### config.mk
export PLATFORM = sky130hd
export DESIGN_NAME = mdrop_addr_filter
export DESIGN_NICKNAME = d
export VERILOG_FILES = /design/src/rtl/mdrop_pkg.sv /design/src/rtl/mdrop_addr_match.sv /design/src/rtl/mdrop_gate_ctrl.sv /design/src/rtl/mdrop_addr_filter.sv
export SDC_FILE = /design/constraint.sdc
export NUM_CORES = 1
export LEC_CHECK = 0
export BUFFER_PORTS_ARGS = -buffer_cell sky130_fd_sc_hd__buf_2
export CAP_MARGIN = 40
export CORE_UTILIZATION = 42
export DETAILED_ROUTE_END_ITERATION = 8
export PLACE_DENSITY = 0.82
export SETUP_SLACK_MARGIN = 0.02
export SKIP_CTS_REPAIR_TIMING = 1
export SLEW_MARGIN = 25
export SYNTH_ARGS = -nofsm -noshare
export SYNTH_HDL_FRONTEND = slang
export SYNTH_SLANG_ARGS = --single-unit
### constraint.sdc
create_clock -name clk -period 2.7 [get_ports clk]
set_clock_uncertainty 0.15 [all_clocks]
set_input_delay 0.675 -clock clk [delete_from_list [all_inputs] [get_ports clk]]
set_output_delay 0.675 -clock clk [all_outputs]
set_load 0.005 [all_outputs]
### src/rtl/mdrop_pkg.sv
package mdrop_pkg;

  typedef enum logic [1:0] {
    VERDICT_NONE   = 2'd0,
    VERDICT_ACCEPT = 2'd1,
    VERDICT_DROP   = 2'd2
  } verdict_e;

endpackage

### src/rtl/mdrop_addr_match.sv
module mdrop_addr_match #(
  parameter int DATA_W = 8
) (
  input  logic [DATA_W-1:0] char_bits,
  input  logic [DATA_W-1:0] node_addr,
  input  logic [DATA_W-1:0] node_mask,
  output logic              any_hit
);

  logic [DATA_W-1:0] node_ok;
  logic [DATA_W-1:0] bcast_ok;

  // Per bit: a masked-off bit always agrees; a compared bit must equal
  // the node address (unicast) or be 1 (broadcast = addr | mask).
  for (genvar b = 0; b < DATA_W; b++) begin : g_bit
    assign node_ok[b]  = ~node_mask[b] | ~(char_bits[b] ^ node_addr[b]);
    assign bcast_ok[b] = ~node_mask[b] | char_bits[b];
  end

  assign any_hit = (&node_ok) | (&bcast_ok);

endmodule

### src/rtl/mdrop_gate_ctrl.sv
module mdrop_gate_ctrl
  import mdrop_pkg::*;
#(
  parameter bit GATE_RST = 1'b1
) (
  input  logic     clk,
  input  logic     rst,
  input  logic     nine_bit_en,
  input  logic     auto_addr,
  input  logic     char_valid,
  input  logic     char_is_addr,
  input  logic     any_hit,
  input  logic     host_wr,
  input  logic     host_val,
  output logic     gate_q,
  output verdict_e verdict
);

  logic gate_d;

  always_comb begin
    verdict = VERDICT_NONE;
    gate_d  = gate_q;
    if (char_valid) begin
      if (!nine_bit_en) begin
        verdict = VERDICT_ACCEPT;
      end else if (char_is_addr) begin
        if (auto_addr) begin
          if (any_hit) begin
            verdict = VERDICT_ACCEPT;
            gate_d  = 1'b0;
          end else begin
            verdict = VERDICT_DROP;
            gate_d  = 1'b1;
          end
        end else begin
          verdict = VERDICT_ACCEPT;
        end
      end else begin
        verdict = gate_q ? VERDICT_DROP : VERDICT_ACCEPT;
      end
    end
    // host write wins over any character-driven update
    if (host_wr) begin
      gate_d = host_val;
    end
  end

  always_ff @(posedge clk) begin
    if (rst) begin
      gate_q <= GATE_RST;
    end else begin
      gate_q <= gate_d;
    end
  end

endmodule

### src/rtl/mdrop_addr_filter.sv
module mdrop_addr_filter
  import mdrop_pkg::*;
#(
  parameter int DATA_W   = 8,
  parameter bit GATE_RST = 1'b1
) (
  input  logic              clk,
  input  logic              rst,
  input  logic              cfg_nine_bit_en,
  input  logic              cfg_auto_addr,
  input  logic [DATA_W-1:0] cfg_node_addr,
  input  logic [DATA_W-1:0] cfg_node_mask,
  input  logic              host_gate_wr,
  input  logic              host_gate_val,
  input  logic              rx_valid,
  input  logic [DATA_W-1:0] rx_data,
  input  logic              rx_addr_flag,
  output logic              out_accept,
  output logic              out_drop,
  output logic [DATA_W-1:0] out_data,
  output logic              out_addr_flag,
  output logic              gate_active
);

  logic     hit;
  verdict_e verdict;

  mdrop_addr_match #(
    .DATA_W(DATA_W)
  ) u_match (
    .char_bits(rx_data),
    .node_addr(cfg_node_addr),
    .node_mask(cfg_node_mask),
    .any_hit  (hit)
  );

  mdrop_gate_ctrl #(
    .GATE_RST(GATE_RST)
  ) u_gate (
    .clk         (clk),
    .rst         (rst),
    .nine_bit_en (cfg_nine_bit_en),
    .auto_addr   (cfg_auto_addr),
    .char_valid  (rx_valid),
    .char_is_addr(rx_addr_flag),
    .any_hit     (hit),
    .host_wr     (host_gate_wr),
    .host_val    (host_gate_val),
    .gate_q      (gate_active),
    .verdict     (verdict)
  );

  always_ff @(posedge clk) begin
    if (rst) begin
      out_accept    <= 1'b0;
      out_drop      <= 1'b0;
      out_data      <= '0;
      out_addr_flag <= 1'b0;
    end else begin
      out_accept <= (verdict == VERDICT_ACCEPT);
      out_drop   <= (verdict == VERDICT_DROP);
      if (verdict == VERDICT_ACCEPT) begin
        out_data      <= rx_data;
        out_addr_flag <= rx_addr_flag;
      end
    end
  end

endmodule

==> impl_metrics.json <==
{
  "cap_violations": 0,
  "final_cell_mix": "buf_2, nand2b_1, dfxtp_1",
  "synth_nets": 115,
  "holdPathEnd": "out_data[1]$_SDFFE_PP0N_",
  "worstMarginPinSlew_ps": 429,
  "cp_max_fo": 9,
  "required_ps": 2720,
  "synth_area_per_cell_um2": 9.18,
  "r2r_cells": 5,
  "overflow": 0,
  "area_delta_synth_final_pct": 32.3,
  "post_drt_wl_per_cell_um": 11.5,
  "setup-violations-final": 0,
  "ys_seq_area_share_pct": 31.5,
  "clockBufferDepth": 2,
  "routed_wl_mm": 1.73,
  "dr.first_iter.drc_count": 5,
  "dieArea_mm2": 0.00199,
  "synth_top_area_cell": "dfxtp_1",
  "worstPathArrival_ps": 2310,
  "dr.pass1.iters": 4,
  "coreArea_mm2": 0.00171,
  "ant_nets": 0,
  "p_total_uw": 413,
  "cts.sinks": 12,
  "peakVddDrop_v": 0.000177,
  "track_usage_pct": 19.0,
  "die_w_um": 44.6,
  "pwr-share-seq_pct": 47.3,
  "grt_max_degree": 22,
  "rr_endpoint": "out_data[0]$_SDFFE_PP0N_",
  "slew_headroom_pct": 71.4,
  "num_io_pins": 44,
  "switching_share_pct": 26.6,
  "grt_pass1_vias": 687,
  "netSwitchingPower_uw": 110,
  "vias": 724,
  "synth_area_leaders": "dfxtp_1, mux2i_1, nand2b_1",
  "start_util_pct": 44.6,
  "hold_violations": 0,
  "antenna_cells": 0,
  "cts_max_level": 1,
  "syn_area_um2": 762,
  "fmax_ghz": 0.438,
  "p_leak_nw": 0.489,
  "final_nets": 160,
  "place.gp.congestion": 0.820,
  "start_kind": "primary input",
  "nFillCells": 155,
  "insertion_delay_ps": 260,
  "min_from": "out_data[1]$_SDFFE_PP0N_",
  "drive_gt1_share_pct": 39.7,
  "io_buffers": 43,
  "setup_tns_ps": 0,
  "hp-class": "register to register",
  "final_cells": 151,
  "multiInputGateArea_um2": 469,
  "cts_tree": "built",
  "slew_viol_final": 0,
  "area.sequential_um2": 240,
  "powerDensity_mw_per_mm2": 409,
  "path_clk_slew_ps": 70,
  "antenna_found_initial": 0,
  "ys_warn_count": 0,
  "post-route-period-util_pct": 84.6,
  "fin_util_pct": 59.0,
  "cts-root-buf": "clkbuf_4",
  "synth_flop_cell": "dfxtp_1",
  "dpl.cell_count": 148,
  "crit_path_end_kind": "register",
  "layout_min_cycle_time_ps": 2280,
  "crit_type": "primary input to register",
  "grt_pass1_wl_mm": 2.73,
  "hold_path_depth": 2,
  "combPwrFrac_pct": 27.9,
  "pre_cts_ws_ps": 159,
  "yosys.area.top_type_share_pct": 31.5,
  "timing.rr.start": "u_gate.gate_q$_SDFFE_PP1P_",
  "synthArstFlopShare_pct": 0,
  "p_clk_share_pct": 24.8,
  "ys_ff_latch": 12,
  "syn_inst": 83,
  "rows": 15,
  "die_h_um": 44.6,
  "synth_edf_count": 0,
  "rsz0062_at_grt": "no",
  "post-route-worst-setup-slack_ps": 416,
  "r2r_slack_ps": 1180,
  "cts_buffers": 3,
  "dp_hpwl_mm": 1.41,
  "mostFrequentLayoutCell": "buf_2",
  "p_int_uw": 303,
  "synth.distinct_cells": 23,
  "status": "completed",
  "remaining_drc_errors": 0,
  "vias_per_cell": 4.79
}
==> kinds of logic after synthesis <==
kind of cell	count (synthesis)	share of synthesized area (%)
mux	10	13.1
compound gates	15	15.3
flops	12	31.5
xor+xnor	8	9.20
simple gates	27	24.0
buf+inv	11	6.90
==> stage by stage <==
| stage | area, µm² | hold WS, ps |
|---|---|---|
| detailed placement | 986 | 314 |
| floorplan | 762 | 315 |
| CTS | 1010 | 325 |
| global placement | 986 | 312 |
| finish | 1010 | 325 |
| global route | 1010 | 351 |
==> synthesized netlist by cell type, drive strengths merged (2+ instances only) <==
| library cell | number |
|---|---|
| o22ai | 8 |
| mux2i | 10 |
| nand2 | 2 |
| inv | 8 |
| xnor2 | 8 |
| or2b | 2 |
| clkbuf | 2 |
| or4 | 2 |
| nand2b | 16 |
| dfxtp | 12 |
==> how the worst max path moves through the flow <==
stage / startpoint / to / slack [ps] / cells after the start
2_1_floorplan: rx_data[4] / out_addr_flag$_SDFFE_PP0N_ / 560 / 6
3_5_place_dp: rx_data[5] / out_data[0]$_SDFFE_PP0N_ / 160 / 6
5_1_grt: rx_data[0] / out_data[0]$_SDFFE_PP0N_ / 370 / 6
4_1_cts: rx_data[5] / out_data[0]$_SDFFE_PP0N_ / 430 / 6
6_report: rx_data[5] / out_data[0]$_SDFFE_PP0N_ / 420 / 6
3_3_place_gp: rx_data[5] / out_addr_flag$_SDFFE_PP0N_ / 250 / 6
==> worst max-delay path, stage by stage <==
cell	delay, ps
buf_2	120
xnor2_1	180
o22ai_1	100
or4_4	580
a31oi_4	380
mux2i_1	270
==> flip-flops by register name, indices dropped and copies added (netlist names) <==
signal and cells:
out_data 8, out_accept 1, u_gate.gate_q 1, out_addr_flag 1, out_drop 1
==> routing by layer <==
metal | GRT usage, % | vias up | routed length, µm
li1 | - | 373 | -
met1 | 22.5 | 325 | 798
met2 | 32.4 | 22 | 814
met3 | 4.08 | 4 | 83
met4 | 9.09 | 0 | 36
met5 | 0 | - | 0
==> power groups by stage <==
stage | logic [mW] | registers, mW | clock network, mW
detailed placement | 0.115 | 0.199 | 0
CTS | 0.115 | 0.195 | 0.106
finish | 0.115 | 0.195 | 0.102
global route | 0.125 | 0.197 | 0.115
global placement | 0.112 | 0.198 | 0
floorplan | 0.0676 | 0.200 | 0
==> final cells by class <==
cell class / instances / share of cell area (%)
multi-input cells: 60 / 46.5
inverters: 8 / 2.98
flip-flops and latches: 12 / 23.8
well taps: 25 / 3.10
clock buffers: 3 / 2.23
repair buffers: 43 / 21.3
Note: power is estimated with default switching activity, not from simulation.
